===== src/rtl/aes_iv_pkg.sv =====
// Package: shared mode encoding for the IV/counter unit.
// Assumes the mode field is 3 bits wide; unused codes behave as non-counting.
package aes_iv_pkg;
    typedef enum logic [2:0] {
        MODE_CBC    = 3'd0,
        MODE_CTR    = 3'd1,
        MODE_GCM    = 3'd2,
        MODE_CCM    = 3'd3,
        MODE_CBCMAC = 3'd4
    } aes_mode_e;

    // True for the modes that advance a counter field on each block.
    function automatic logic mode_counts(aes_mode_e m);
        return (m == MODE_CTR) || (m == MODE_GCM) || (m == MODE_CCM);
    endfunction
endpackage


===== src/rtl/aes_iv_ctr_step.sv =====
// Module: aes_iv_ctr_step
// Computes the incremented vector for the counting modes. The counter is a
// big-endian byte string: byte NB-1 is least significant. Only the bytes of the
// mode's counter field change; the sum wraps within that field.
// Assumes IV_W is a multiple of 8 and at least 40 bits.
module aes_iv_ctr_step
    import aes_iv_pkg::*;
#(
    parameter int IV_W          = 128,
    parameter int GCM_CTR_BYTES = 4
) (
    input  logic [IV_W-1:0] cur,
    input  aes_mode_e       mode,
    input  logic [2:0]      ccm_l,
    output logic [IV_W-1:0] nxt
);
    localparam int NB = IV_W / 8;
    localparam int CW = $clog2(NB + 1);

    logic [IV_W-1:0] be_val;
    logic [IV_W-1:0] be_inc;
    logic [IV_W-1:0] be_nxt;
    logic [IV_W-1:0] fmask;
    logic [CW-1:0]   nbytes;

    // Reverse byte order so the counter becomes an ordinary binary number.
    generate
        for (genvar k = 0; k < NB; k++) begin : g_swap
            assign be_val[8*(NB-1-k) +: 8] = cur[8*k +: 8];
            assign nxt[8*k +: 8]           = be_nxt[8*(NB-1-k) +: 8];
        end
    endgenerate

    // Select the counter width in bytes from the mode.
    always_comb begin
        case (mode)
            MODE_CTR: nbytes = CW'(NB);
            MODE_GCM: nbytes = CW'(GCM_CTR_BYTES);
            MODE_CCM: nbytes = CW'(ccm_l) + CW'(1);
            default:  nbytes = '0;
        endcase
    end

    // Build the mask of the low-order bytes that form the counter field.
    always_comb begin
        for (int k = 0; k < NB; k++) begin
            fmask[8*k +: 8] = (CW'(k) < nbytes) ? 8'hFF : 8'h00;
        end
    end

    // Add one and keep only the counter field of the sum.
    assign be_inc = be_val + IV_W'(1);
    assign be_nxt = (be_val & ~fmask) | (be_inc & fmask);
endmodule


===== src/rtl/aes_iv_store.sv =====
// Module: aes_iv_store
// Holds the IV vector and the first-use flag. Applies, in priority order:
// accepted software word write, counter step, engine capture.
// Assumes engine pulses last one cycle.
module aes_iv_store #(
    parameter int WORD_W  = 32,
    parameter int N_WORDS = 4,
    localparam int IV_W   = WORD_W * N_WORDS,
    localparam int SEL_W  = $clog2(N_WORDS)
) (
    input  logic              clk,
    input  logic              rst_n,
    input  logic              reg_wr,
    input  logic [SEL_W-1:0]  reg_sel,
    input  logic [WORD_W-1:0] reg_wdata,
    input  logic              eng_busy,
    input  logic              count_mode,
    input  logic              gcm_mode,
    input  logic              blk_start,
    input  logic              capture,
    input  logic [IV_W-1:0]   step_val,
    input  logic [IV_W-1:0]   result,
    output logic [IV_W-1:0]   iv
);
    localparam int LOW_W = IV_W - 32;

    logic sw_wr;
    logic used;

    // Software writes are accepted only while the engine is idle.
    assign sw_wr = reg_wr && !eng_busy;

    // Update the vector and the first-use flag.
    always_ff @(posedge clk) begin
        if (!rst_n) begin
            iv   <= '0;
            used <= 1'b0;
        end else if (sw_wr) begin
            for (int w = 0; w < N_WORDS; w++) begin
                if (SEL_W'(w) == reg_sel) iv[w*WORD_W +: WORD_W] <= reg_wdata;
            end
            used <= 1'b0;
        end else if (count_mode && blk_start) begin
            if (used) iv <= step_val;
            used <= 1'b1;
        end else if (!count_mode && capture) begin
            iv <= result;
        end
    end


    write_busy_ignored_chk: assert property (@(posedge clk) disable iff (!rst_n)
        (reg_wr && eng_busy && !blk_start && !capture) |=> $stable(iv));


    first_use_hold_chk: assert property (@(posedge clk) disable iff (!rst_n)
        (count_mode && blk_start && !used && !sw_wr) |=> $stable(iv));


    capture_load_chk: assert property (@(posedge clk) disable iff (!rst_n)
        (!count_mode && capture && !sw_wr) |=> (iv == $past(result)));


    gcm_low_keep_chk: assert property (@(posedge clk) disable iff (!rst_n)
        (gcm_mode && blk_start && !sw_wr) |=> (iv[LOW_W-1:0] == $past(iv[LOW_W-1:0])));


    count_no_capture_chk: assert property (@(posedge clk) disable iff (!rst_n)
        (count_mode && capture && !blk_start && !sw_wr) |=> $stable(iv));
endmodule


===== src/rtl/aes_iv_rdmux.sv =====
// Module: aes_iv_rdmux
// Presents the selected word of the vector; word 0 is the lowest bits.
// Assumes N_WORDS is a power of two.
module aes_iv_rdmux #(
    parameter int WORD_W  = 32,
    parameter int N_WORDS = 4,
    localparam int IV_W   = WORD_W * N_WORDS,
    localparam int SEL_W  = $clog2(N_WORDS)
) (
    input  logic [IV_W-1:0]   iv,
    input  logic [SEL_W-1:0]  sel,
    output logic [WORD_W-1:0] rdata
);
    logic [WORD_W-1:0] words [N_WORDS];

    // Slice the vector into words.
    generate
        for (genvar w = 0; w < N_WORDS; w++) begin : g_word
            assign words[w] = iv[w*WORD_W +: WORD_W];
        end
    endgenerate

    // Return the addressed word.
    assign rdata = words[sel];
endmodule


===== src/rtl/aes_iv_unit.sv =====
// Module: aes_iv_unit (top)
// IV and counter register unit for an AES engine: four register words, a
// mode-dependent counter step and a result capture path.
// Assumes single-cycle engine pulses and a combinational register read.
module aes_iv_unit
    import aes_iv_pkg::*;
#(
    parameter int WORD_W  = 32,
    parameter int N_WORDS = 4,
    localparam int IV_W   = WORD_W * N_WORDS,
    localparam int SEL_W  = $clog2(N_WORDS)
) (
    input  logic              clk,
    input  logic              rst_n,
    input  logic              reg_wr,
    input  logic [SEL_W-1:0]  reg_sel,
    input  logic [WORD_W-1:0] reg_wdata,
    output logic [WORD_W-1:0] reg_rdata,
    input  logic [2:0]        mode,
    input  logic [2:0]        ccm_l,
    input  logic              eng_busy,
    input  logic              blk_start,
    input  logic              eng_capture,
    input  logic [IV_W-1:0]   eng_result
);
    aes_mode_e       mode_e;
    logic            count_mode;
    logic            gcm_mode;
    logic [IV_W-1:0] iv;
    logic [IV_W-1:0] step_val;

    // Decode the mode field.
    assign mode_e     = aes_mode_e'(mode);
    assign count_mode = mode_counts(mode_e);
    assign gcm_mode   = (mode_e == MODE_GCM);

    aes_iv_ctr_step #(.IV_W(IV_W), .GCM_CTR_BYTES(4)) u_step (
        .cur   (iv),
        .mode  (mode_e),
        .ccm_l (ccm_l),
        .nxt   (step_val)
    );

    aes_iv_store #(.WORD_W(WORD_W), .N_WORDS(N_WORDS)) u_store (
        .clk        (clk),
        .rst_n      (rst_n),
        .reg_wr     (reg_wr),
        .reg_sel    (reg_sel),
        .reg_wdata  (reg_wdata),
        .eng_busy   (eng_busy),
        .count_mode (count_mode),
        .gcm_mode   (gcm_mode),
        .blk_start  (blk_start),
        .capture    (eng_capture),
        .step_val   (step_val),
        .result     (eng_result),
        .iv         (iv)
    );

    aes_iv_rdmux #(.WORD_W(WORD_W), .N_WORDS(N_WORDS)) u_rd (
        .iv    (iv),
        .sel   (reg_sel),
        .rdata (reg_rdata)
    );
endmodule


===== config.mk =====
export PLATFORM = sky130hd
export DESIGN_NAME = aes_iv_unit
export DESIGN_NICKNAME = d
export VERILOG_FILES = /design/src/rtl/aes_iv_pkg.sv /design/src/rtl/aes_iv_ctr_step.sv /design/src/rtl/aes_iv_store.sv /design/src/rtl/aes_iv_rdmux.sv /design/src/rtl/aes_iv_unit.sv
export SDC_FILE = /design/constraint.sdc
export NUM_CORES = 1
export LEC_CHECK = 0
export ABC_CLOCK_PERIOD_IN_PS = 3950
export BUFFER_PORTS_ARGS = -buffer_cell sky130_fd_sc_hd__buf_2
export CORE_MARGIN = 5
export CORE_UTILIZATION = 55
export CTS_CLUSTER_DIAMETER = 60
export DETAILED_ROUTE_END_ITERATION = 16
export PLACE_DENSITY = 0.85
export SLEW_MARGIN = 20
export SYNTH_ARGS = -nofsm -noshare
export SYNTH_HDL_FRONTEND = slang
export SYNTH_SLANG_ARGS = --single-unit
export TNS_END_PERCENT = 5

===== constraint.sdc =====
create_clock -name clk -period 3.95 [get_ports clk]
set_input_delay 0.5925 -clock clk [delete_from_list [all_inputs] [get_ports clk]]
set_output_delay 0.5925 -clock clk [all_outputs]
set_load 0.02 [all_outputs]

Word-level counts from Yosys, hierarchy flattened
Cells that the tools add are included.

operators by class
  reduce and logical (&&, ||, !) cells = 14
  bitwise logic cells = 6
  magnitude comparators = 17
  muxes and demuxes = 28
  add/subtract/negate cells = 2
  equality and inequality tests = 11

operator list
  operator                                                                number
  128-bit two-way mux                                                     4
  128-bit bitwise AND                                                     2
  32-bit two-way mux                                                      6
  128-bit by 1-bit adder with 128-bit output (second input constant)      1
  8-bit two-way mux                                                       16
  128-bit inverter                                                        1
  128-bit bitwise OR                                                      1
  32-bit binary-select mux with 2-bit select                              1
  4-bit by 5-bit < comparator with 1-bit output (first input constant)    8
  3-bit by 5-bit < comparator with 1-bit output (first input constant)    4
  5-bit case mux with 3 select lines                                      1
  3-bit AND reduction                                                     4
  1-bit by 5-bit < comparator with 1-bit output (first input constant)    2
  2-bit by 5-bit < comparator with 1-bit output (first input constant)    2
  2-bit != test (second input constant)                                   4
  3-bit by 2-bit equality test with 1-bit output (second input constant)  2
  3-bit by 1-bit adder with 4-bit output (second input constant)          1
  2-bit equality test (first input constant)                              2
  3-bit by 1-bit equality test with 1-bit output (second input constant)  1
  3-bit >= comparator (second input constant)                             1
  1-bit logical AND                                                       3
  3-bit by 1-bit != test with 1-bit output (second input constant)        1
  2-bit inverter with 3-bit output                                        1
  3-bit nonzero test                                                      1
  other kinds (6)                                                         8

storage, ports and cells
  output and inout port bits = 32
  input bits = 174
  register bits = 129
  word-level logic and storage cells = 83

Depth between registers and ports, before layout
Gate-level depths: netlist of the first run.

  depth in word-level cells = 10
  gate-level depth with buffers = 10
  mapped depth without buffers = 8

By module
Synthesis of the first run repeated with hierarchy kept, for this count alone.

unflattened totals
  cells, all modules = 1251
  area, all modules = 11006.8 sq um

modules (own cells, without submodules)
  module           instances  cells each  sequential area each (sq um)  area each (sq um)
  aes_iv_store     1          652         2582.5                        6702.7
  aes_iv_ctr_step  1          558         0.0                           3467.1
  aes_iv_rdmux     1          39          0.0                           814.5
  aes_iv_unit      1          2           0.0                           22.5

Least setup slack after synthesis of the first run
OpenSTA, ideal clock, no wires.

  path type = input -> output
  start = in reg_sel[0]
  end = out reg_rdata[10]
  required time = 3.357 ns
  path buffers = 3
  data arrival time = 2.089 ns
  setup slack = 1.268 ns
  cell stages on the path = 4
  path through = clkbuf_1 -> clkbuf_1 -> buf_1 -> mux4_2

on the way
  word-level cells in the longest chain between the ends = 4

ends and longest elaborated chain
  item                                                    line                source
  from (decl)                                             aes_iv_unit.sv:16   input logic [SEL_W-1:0] reg_sel,
  2-bit inverter with 3-bit output (not written as such)  aes_iv_rdmux.sv:24  assign rdata = words[sel];
  32-bit binary-select mux with 2-bit select              aes_iv_rdmux.sv:24
  32-bit two-way mux (not written as such) (2 in a row)   aes_iv_rdmux.sv:24
  to (decl)                                               aes_iv_unit.sv:18   output logic [WORD_W-1:0] reg_rdata,

Every way passes these cells. The select of a mux whose other input is x is not followed.

==> impl.org, run 1 <==
** Status
- The run finished with clean final reports.

** Final layout
- Final net count :: 1864
- Compared with the post-synthesis result, the final layout area differs by 18.32%.
- Layout fillers :: 1831
- Once layout is done, the placed cells without fillers occupy around 13000 sq um.
- The repair_antennas step left the layout with diodes totalling 0.
- Cells with a size suffix above 1 make up 21.24% of the layout.

** CTS
- For this design, the sink count on the clock tree is 129.
- After clock tree synthesis, the setup repair step added 0 buffers.
- Post-CTS Hold Buffers :: 0
- In this run the deepest clock path goes through 2 buffers.
- Maximum level of the CTS H-tree :: 4
- In this run, post-CTS repair resized a total of 0 instances.
- Clock tree synthesis selected as its root buffer the cell sky130_fd_sc_hd__clkbuf_16.
- TritonCTS created 17 clock buffers.
- CTS tree :: done
- The later pin in the worst-skew pair is clocked with a latency of 0.44 ns.
- Clock-pin slew was measured on the worst setup and hold paths at 0.07 ns.

** Timing
- The final-report hold violation count came to 0.
- Max-slew violation count :: 0
- The worst pin sits at a relative slew slack of about 25%.
- Setup repair after global routing left no endpoint under its margin.
- For the pin with the worst max-slew slack, the measured transition is 1.118 ns.
- Based on the critical path, the design can be clocked at up to 305.5 MHz.
- Final setup vio count :: 0
- Fin crit period :: 3.273 ns
- Maximum clock skew at final layout :: approximately 0.016 ns
- Adding up every negative setup slack in the final design gives 0 ns.
- The final critical path takes up between 80 and 90% of the cycle.

** Synthesis
- Most area-consuming cells after synthesis :: sky130_fd_sc_hd__dfxtp_1 23%, sky130_fd_sc_hd__mux4_2 6.5%, sky130_fd_sc_hd__a21oi_1 5.8%
- Of the total synthesized cell area, the portion taken by AND, OR, NAND and NOR gates is 33.58%.
- Area fraction in compound gates after synthesis :: 30.46%
- Number of cells produced by synthesis :: 1515
- Synth Area in XOR/XNOR :: 0.1581%
- Post-synth top cells :: 145 x sky130_fd_sc_hd__nor2_1, 136 x sky130_fd_sc_hd__nand2_1, 129 x sky130_fd_sc_hd__a21oi_1, 129 x sky130_fd_sc_hd__dfxtp_1, 102 x sky130_fd_sc_hd__nand3_1
- Dominant cell type by area after synthesis :: sky130_fd_sc_hd__dfxtp_1
- Library cell with the highest instance count after synthesis :: sky130_fd_sc_hd__nor2_1
- Yosys printed 0 warnings.
- Area share of fa/ha/maj cells after synthesis :: 0.2259%
- Share of flip-flops with an asynchronous set or reset :: 0%
- Unique cell type count in the Yosys netlist :: 74
- Post-synthesis mux area share :: 7.872%
- The number of nets in the synthesized netlist is 1691.
- In this run the cell area of the synthesized design comes to 11080 sq um.
- In this run, synthesis inferred 0 flip-flops with an integrated enable.
- Post-synthesis area per instance :: 7.312 sq um
- After synthesis the netlist holds a flip-flop and latch count of 129.
- Sequential cell area fraction in the yosys report :: between 20% and 30%
- In the synthesized netlist the dominant register cell turns out to be sky130_fd_sc_hd__dfxtp_1.
- Largest family of logic cells by synthesized area :: simple AND/OR/NAND/NOR gates
- Summed over its instances, the top area cell type makes up 23.31% of the synthesized netlist area.

** Die
- In this run the core area contains 52 standard-cell rows.
- Top-level I/O count :: approximately 210
- Die Area :: 23080 sq um
- Floorplan die height :: 151.9 um
- Effective utilization at floorplan :: 55.28%
- Area of the placeable core :: 20040 sq um
- The die is 151.9 um wide.

** Route
- DRT iter0 DRCs :: 2785
- In the routed design, unresolved DRC markers number 0.
- The first TritonRoute pass finished after 9 iterations.
- Total vias in the final route :: 15080
- Once detail routing completed, the nets flagged for antenna violations numbered 0.
- Final wirelength :: slightly below 60000 um
- Dividing the detail-routed wire length by the instance count gives 30.06 um.
- Vias/cell :: ~7.7

** Critical path
- Measured in cells, the most critical reg-to-reg path has a length of 8.
- In this design, the critical path's most frequently occurring cell is sky130_fd_sc_hd__or4_1.
- Cell with the biggest individual delay on the critical path :: sky130_fd_sc_hd__or4_1
- Endpoint required time on the critical path :: 4.31 ns
- Walking the worst path, the cells encountered are nand3_1 > nor4_4 > buf_4 > nand4_1 > or4_1 > or4_1 > o31a_1 > o22ai_1.
- Worst path buffer plus inverter count :: 1
- The worst setup path is launched from a flip-flop.
- The worst register-to-register path has a setup slack of around 0.68 ns.
- Element type at the critical path end :: flip-flop
- Along the worst path, the maximum fanout reaches 12.
- For the worst setup path, the data arrival time is ~3.6 ns.
- The cell family contributing the most delay on the critical path is simple AND/OR/NAND/NOR gates.
- Critical path type :: reg -> reg
- The largest single stage delay on the critical path is 0.63 ns.

** Hold path
- Launch instance of the worst min-delay path :: eng_result[120]
- The tightest min-delay check is of the in -> reg type.
- The worst hold path terminates at u_store.iv[120]$_SDFFE_PN0P_.
- Depth of the worst hold-timing path :: 3

** GRT
- Global Route Usage Sum :: 48.23%
- The initial antenna violation count came to 3.
- After global routing the overflow that remains totals 0.
- Largest net degree at the start of global routing :: 50
- Global-route wire length before repair :: about 86000 um
- Vias in the first global route :: roughly 14000

** Placed design
- Routability-driven placement finished with a final weighted congestion of 1.119.
- Placed cell area :: 12510 sq um
- Once detailed placement completed, the half-perimeter wirelength came to approximately 45000 um.
- Input and output buffers added on the ports amount to 205.

** Flow run
- Number of violations of the max-capacitance limit :: 0

** Power and ir drop
- IR analysis of the VDD net gives a maximum drop of 0.0002552 V.
- LEAKAGE :: 4.858 nW
- Dividing total power by cell area gives a power density of ~320 nW/um^2.
[how the worst max path moves through the flow]
stage / end / slack [ns] / depth (start not counted)
2_1_floorplan: reg_rdata[10] / 1.27 / 4
3_3_place_gp: flip-flop / 0.85 / 8
3_5_place_dp: flip-flop / 0.80 / 8
4_1_cts: flip-flop / 0.78 / 8
5_1_grt: flip-flop / 0.58 / 7
6_report: flip-flop / 0.68 / 8
[report_power, final]
part           switching [W]  internal, W  total [W]
sequential          0.000200      0.00139    0.00159
clock               0.000688     0.000991    0.00168
combinational       0.000539     0.000352   0.000892
total                0.00143      0.00273    0.00416
[worst register-to-register path, stage by stage, from the launching register on]
cell and delay (ns):
sky130_fd_sc_hd__dfxtp_1 0.43, sky130_fd_sc_hd__nand3_1 0.31, sky130_fd_sc_hd__nor4_4 0.32, sky130_fd_sc_hd__buf_4 0.25, sky130_fd_sc_hd__nand4_1 0.33, sky130_fd_sc_hd__or4_1 0.63, sky130_fd_sc_hd__or4_1 0.48, sky130_fd_sc_hd__o31a_1 0.26
sky130_fd_sc_hd__o22ai_1 0.18
[metal layers]
layer	vias to the layer above	GRT usage [%]	part of all wire (%)
met5	-	0	0.090
met4	4	27.83	7.5
met3	356	15.81	16
met2	1449	72.14	42
met1	6954	61.03	34
li1	6317	-	-
[layout by cell type, fill, tap and decap left out, types with 6 or more instances in the layout]
cell	n
sky130_fd_sc_hd__a211o_1	13
sky130_fd_sc_hd__and2_1	30
sky130_fd_sc_hd__a22o_1	22
sky130_fd_sc_hd__or2_2	8
sky130_fd_sc_hd__o21a_1	14
sky130_fd_sc_hd__clkbuf_16	17
sky130_fd_sc_hd__nor3_1	50
sky130_fd_sc_hd__a21oi_1	128
sky130_fd_sc_hd__a222oi_1	13
sky130_fd_sc_hd__a31oi_1	13
sky130_fd_sc_hd__a32o_1	22
sky130_fd_sc_hd__mux2i_1	14
sky130_fd_sc_hd__a221o_1	6
sky130_fd_sc_hd__o21ai_0	98
sky130_fd_sc_hd__nand3_1	102
sky130_fd_sc_hd__or3_1	16
sky130_fd_sc_hd__nand2_1	136
sky130_fd_sc_hd__o32ai_1	13
sky130_fd_sc_hd__o22ai_1	22
sky130_fd_sc_hd__dfxtp_1	129
sky130_fd_sc_hd__inv_1	14
sky130_fd_sc_hd__and4_1	15
sky130_fd_sc_hd__or4_1	17
sky130_fd_sc_hd__and3_1	39
sky130_fd_sc_hd__o31a_1	8
sky130_fd_sc_hd__nor2_1	145
sky130_fd_sc_hd__nor4_1	38
sky130_fd_sc_hd__a21o_1	15
sky130_fd_sc_hd__buf_2	205
sky130_fd_sc_hd__buf_4	61
sky130_fd_sc_hd__o31ai_1	22
sky130_fd_sc_hd__mux4_2	32
sky130_fd_sc_hd__nand4_1	69
sky130_fd_sc_hd__a22oi_1	49
[cells by family (layout without fill, tap and decap cells)]
logic type / after synthesis / count (layout)
flops: 129 / 129
mux: 47 / 47
xor+xnor: 2 / 2
compound gates: 504 / 504
fa+ha+maj: 2 / 2
simple gates: 703 / 703
buf+inv: 128 / 313
[area by class of cell]
class,instances,area (sq um),area share [%]
tap,270,337.8,2.577
timing repair buffer,267,1504,11.47
inverter,15,56.30,0.4296
sequential,129,2582,19.70
multi-input combinational,1258,8035,61.30
clock buffer,18,429.2,3.274
clock inverter,13,162.7,1.241
[metrics by stage]
step / utilization (%) / hold slack, ns / setup WS (ns) / power, W / std cells
finish: 65.41 / 0.4575 / 0.6766 / 0.004157 / 1970
global placement: 62.42 / 0.4512 / 0.8513 / 0.002419 / 1939
global route: 65.41 / 0.4736 / 0.5753 / 0.004229 / 1970
floorplan: - / 0.4317 / 1.268 / 0.002035 / 1515
detailed placement: 62.44 / 0.4523 / 0.8023 / 0.002440 / 1939
CTS: 65.39 / 0.4617 / 0.7801 / 0.004068 / 1970
Note: power is estimated with default switching activity, not from simulation.
==> inputs of run 2 (changes only) <==
- ABC_AREA: unset -> 1
- ABC_CLOCK_PERIOD_IN_PS: 3950 -> 3400
- PLACE_DENSITY: 0.85 -> 0.84
- clock period: 3.95 -> 3.4 ns (I/O delays scaled with it)
==> run 2 against run 1 <==
Net effect: critical path depth grew 2; wire length grew 15%; register-to-register slack lost 0.08 ns; die area grew 16%; critical path type unchanged; largest power group is now sequential cells.
==> impl.org, run 2 <==
** Status
- Result of the run: finished clean (unchanged).

** CTS
- The count of cells resized by post-cts repair is 0 (unchanged).
- The total of hold buffers inserted after clock tree synthesis is 0 (unchanged).
- The root buffer cell was sky130_fd_sc_hd__clkbuf_16 (unchanged).
- The CTS buffer count came to 17 (unchanged).
- The buffer levels on the longest clock path came to 2 (unchanged).
- Insertion delay to the later sink of the worst-skew pair :: 0.46 ns (was 0.44 ns)
- Sink count of the clock tree :: 129 (unchanged)
- The post-CTS repair timing setup buffer count is 0 (unchanged).
- Register clock-pin slew on the reported worst setup and hold paths :: 0.07 ns (about the same)
- The CTS tree is done (unchanged).
- Maximum level of the CTS H-tree :: 4 (unchanged)

** GRT
- The largest net degree at the start of global routing is 129 (was 50).
- Vias in the first global route :: 16700 (was 13620)
- Global-route wire length before repair :: 99780 um (was 85700 um)
- Total overflow reported by the global router :: 0 (unchanged)
- Global Route Usage Sum :: 49.86% (was 48.23%)
- The initial antenna violation count is 1 (was 3).

** Route
- The number of detailed-route iterations in the first pass came to 7 (was 9).
- Number of remaining DRC errors :: 0 (unchanged)
- Total vias in the final route :: 18500 (was 15080)
- The remaining antenna violation count was 0 (unchanged).
- DRT iter0 DRCs :: 3384 (was 2785)
- The number of vias per cell after detailed routing came to 6.085 (was 7.655).
- Routed wire length per instance :: 22.48 um (was 30.06 um)
- Final wirelength :: 68360 um (was 59220 um)

** Die
- The cell row count came to 56 (was 52).
- Area of the placeable core :: 23330 sq um (was 20040 sq um)
- Effective utilization at floorplan :: 55.60% (was 55.28%)
- The count of boundary I/O pins is 206 (unchanged).
- Die Area :: 26760 sq um (was 23080 sq um)
- The height of the chip was 163.6 um (was 151.9 um).
- The die width was 163.6 um (was 151.9 um).

** Critical path
- The launching element type of the critical path was a flip-flop (unchanged).
- Critical path type :: reg -> reg (unchanged)
- Logic depth of the worst register-to-register path :: 10 (was 8)
- The worst endpoint data arrival time was 3.19 ns (was 3.63 ns).
- Flop2flop setup slack :: 0.59 ns (was 0.68 ns)
- The type of element capturing the critical path is a flip-flop (unchanged).
- The biggest fanout along the worst timing path was 5 (was 12).
- Endpoint required time on the critical path :: 3.79 ns (was 4.31 ns)

** Synthesis
- The most used standard cell by instance count after synthesis is sky130_fd_sc_hd__nand2_1 (was sky130_fd_sc_hd__nor2_1).
- Post-synth top cells :: 1027 x sky130_fd_sc_hd__nand2_1, 488 x sky130_fd_sc_hd__nor2_1, 207 x sky130_fd_sc_hd__nand3_1, 206 x sky130_fd_sc_hd__inv_1, 130 x sky130_fd_sc_hd__a21oi_1 (was 145 x sky130_fd_sc_hd__nor2_1, 136 x sky130_fd_sc_hd__nand2_1, 129 x sky130_fd_sc_hd__a21oi_1, 129 x sky130_fd_sc_hd__dfxtp_1, 102 x sky130_fd_sc_hd__nand3_1)
- The gate count after technology mapping was 2527 (was 1515).
- The post-synthesis sequential element count came to 129 (unchanged).
- Sequential cell area fraction in the yosys report :: 19.91% (was 23.31%)
- The number of distinct library cell variants in the gate-level netlist after synthesis is 39 (was 74).
- Post-Synthesis Net Count :: 2703 (was 1691)
- Post-synthesis area per instance :: 5.134 sq um (was 7.312 sq um)
- Share of flip-flops with an asynchronous set or reset :: 0% (unchanged)
- The number of warnings reported in the yosys synthesis log was 0 (unchanged).
- The proportion of netlist area held by the largest area contributor is 29.71% (was 23.31%).
- Summed instance area of the synthesized netlist :: 12970 sq um (was 11080 sq um)
- Most area-consuming cells after synthesis :: sky130_fd_sc_hd__nand2_1 30%, sky130_fd_sc_hd__dfxtp_1 20%, sky130_fd_sc_hd__nor2_1 14% (was sky130_fd_sc_hd__dfxtp_1 23%, sky130_fd_sc_hd__mux4_2 6.5%, sky130_fd_sc_hd__a21oi_1 5.8%)
- The post-synthesis cell type with the largest combined area was sky130_fd_sc_hd__nand2_1 (was sky130_fd_sc_hd__dfxtp_1).
- Post-synth EDFFs :: 0 (unchanged)
- The dominant synthesized flop cell is sky130_fd_sc_hd__dfxtp_1 (unchanged).

** Final layout
- Most frequent cells in the layout :: 1027 x sky130_fd_sc_hd__nand2_1, 483 x sky130_fd_sc_hd__nor2_1, 207 x sky130_fd_sc_hd__nand3_1, 206 x sky130_fd_sc_hd__inv_1, 204 x sky130_fd_sc_hd__buf_2 (was 205 x sky130_fd_sc_hd__buf_2, 145 x sky130_fd_sc_hd__nor2_1, 136 x sky130_fd_sc_hd__nand2_1, 129 x sky130_fd_sc_hd__dfxtp_1, 128 x sky130_fd_sc_hd__a21oi_1)
- The share of the core filled with cells in the final layout was 63.79% (was 65.41%).
- Layout fillers :: 2425 (was 1831)
- Share of cells above drive strength 1 :: 11.87% (was 21.24%)
- Final net count :: 2884 (was 1864)
- The area overhead of the layout relative to synthesis is 14.73% (was 18.32%).
- The commonest non-fill, non-tap cell in the layout was sky130_fd_sc_hd__nand2_1 (was sky130_fd_sc_hd__buf_2).

** Placed design
- Placed wire-length estimate :: 54800 um (was 45440 um)
- The quantity of I/O buffers inserted on ports was 205 (unchanged).
- RePlAce Congestion :: 1.171 (was 1.119)

** Timing
- The worst setup skew after layout came to 0.01593 ns (was 0.01612 ns).
- The accumulated negative setup slack is 0 ns (unchanged).
- The final period demand of the worst path is 2.806 ns (was 3.273 ns).
- Final setup vio count :: 0 (unchanged)
- Slew @ Worst Pin :: 0.9957 ns (was 1.118 ns)
- The final-report hold violation count was 0 (unchanged).
- Unrepaired setup endpoints after global routing: no (unchanged).
- The timing-limited maximum frequency is 356.4 MHz (was 305.5 MHz).
- Worst rel slew slack :: 33.38% (was 24.71%)
- Final Cycle Share :: 82.53% (was 82.87%)
- Max-slew violation count :: 0 (unchanged)

** Hold path
- The number of cells on the worst hold path was 5 (was 3).
- Class of the most critical hold timing path :: in -> reg (unchanged)
- The critical hold path startpoint is eng_result[97] (was eng_result[120]).

** Power and ir drop
- The power density over the cells was 363.9 nW/um^2 (was 317.2 nW/um^2).
- LEAKAGE :: 6.523 nW (was 4.858 nW)
- The largest voltage drop on the vdd net was 0.0002805 V (was 0.0002552 V).

** Flow run
- The number of max-capacitance violations reported was 0 (unchanged).
run 2: cell types whose count changed after synthesis, moves of 32 or more:
cell and delta:
sky130_fd_sc_hd__nand2_1 +891, sky130_fd_sc_hd__nor2_1 +343, sky130_fd_sc_hd__inv_1 +192, sky130_fd_sc_hd__nand3_1 +105
sky130_fd_sc_hd__clkbuf_1 -73, sky130_fd_sc_hd__nor3_1 -43, sky130_fd_sc_hd__nand4_1 -42, sky130_fd_sc_hd__and3_1 -39
sky130_fd_sc_hd__nor4_1 -38, sky130_fd_sc_hd__mux4_2 -32, sky130_fd_sc_hd__o21ai_0 -32
run 2: stage by stage:
stage               instance area [sq um]  power [W]  worst slack, ns  hold WS [ns]  cells
floorplan                           12970   0.002868            1.354        0.4443   2527
global placement                    14320   0.003416           0.8731        0.4579   3008
detailed placement                  14320   0.003450           0.8367        0.4744   3008
CTS                                 14880   0.005285           0.7942        0.3655   3040
global route                        14880   0.005581           0.5381        0.3886   3041
finish                              14880   0.005417           0.5941        0.3532   3041
run 2: power by group:
part           leakage [nW]  total, W  internal [W]  switching, W
Sequential             1.07   0.00200       0.00169      0.000307
Combinational          5.18   0.00153      0.000483       0.00104
Clock                 0.273   0.00189       0.00102      0.000869
run 2: final cells by class:
class / instances / area (sq um) / share of cell area [%]
antenna: 1 / 2.502 / 0.01681
sequential: 129 / 2582 / 17.35
inverter: 215 / 807.0 / 5.422
tap: 319 / 399.1 / 2.682
multi-input combinational: 2116 / 9284 / 62.37
clock buffer: 19 / 432.9 / 2.909
clock inverter: 13 / 130.1 / 0.8742
timing repair buffer: 229 / 1246 / 8.373
run 2: how the worst max path moves through the flow:
stage,cells past startpoint,slack (ns),end
floorplan,5,1.35,reg_rdata[11]
global placement,9,0.87,flip-flop
detailed placement,10,0.84,flip-flop
CTS,11,0.79,flip-flop
global route,10,0.54,flip-flop
finish,10,0.59,flip-flop
run 2: critical path, cell delays in order (launching register included):
cell and delay (ns):
sky130_fd_sc_hd__dfxtp_1 0.44, sky130_fd_sc_hd__nand2_1 0.19, sky130_fd_sc_hd__nor2_1 0.23, sky130_fd_sc_hd__nand2_1 0.18, sky130_fd_sc_hd__nor2_1 0.34, sky130_fd_sc_hd__nand2_1 0.12
sky130_fd_sc_hd__nor2_1 0.78, sky130_fd_sc_hd__nand2_1 0.12, sky130_fd_sc_hd__nand2_1 0.10, sky130_fd_sc_hd__nand3_1 0.07, sky130_fd_sc_hd__a21oi_1 0.16
run 2: cells by family (layout without fill, tap and decap cells):
kind of cell | Yosys count | after routing | synth area share, %
xor gates and xnor gates | 21 | 21 | 1.418
and+or+nand+nor | 1814 | 1814 | 57.23
other | 0 | 1 | 0
AOI/OAI and AO/OA | 279 | 279 | 12.55
buffers and inverters | 282 | 476 | 8.709
adders and majority gates | 2 | 2 | 0.1929
DFF | 129 | 129 | 19.91
run 2: metal layers:
metal  share of wire [%]  vias up  GRT usage (%)
met3                  17      359          16.78
met4                 8.9        0          35.61
met2                  38     1734          69.08
met5                   0        -              0
li1                    -     8388              -
met1                  36     8022          64.25
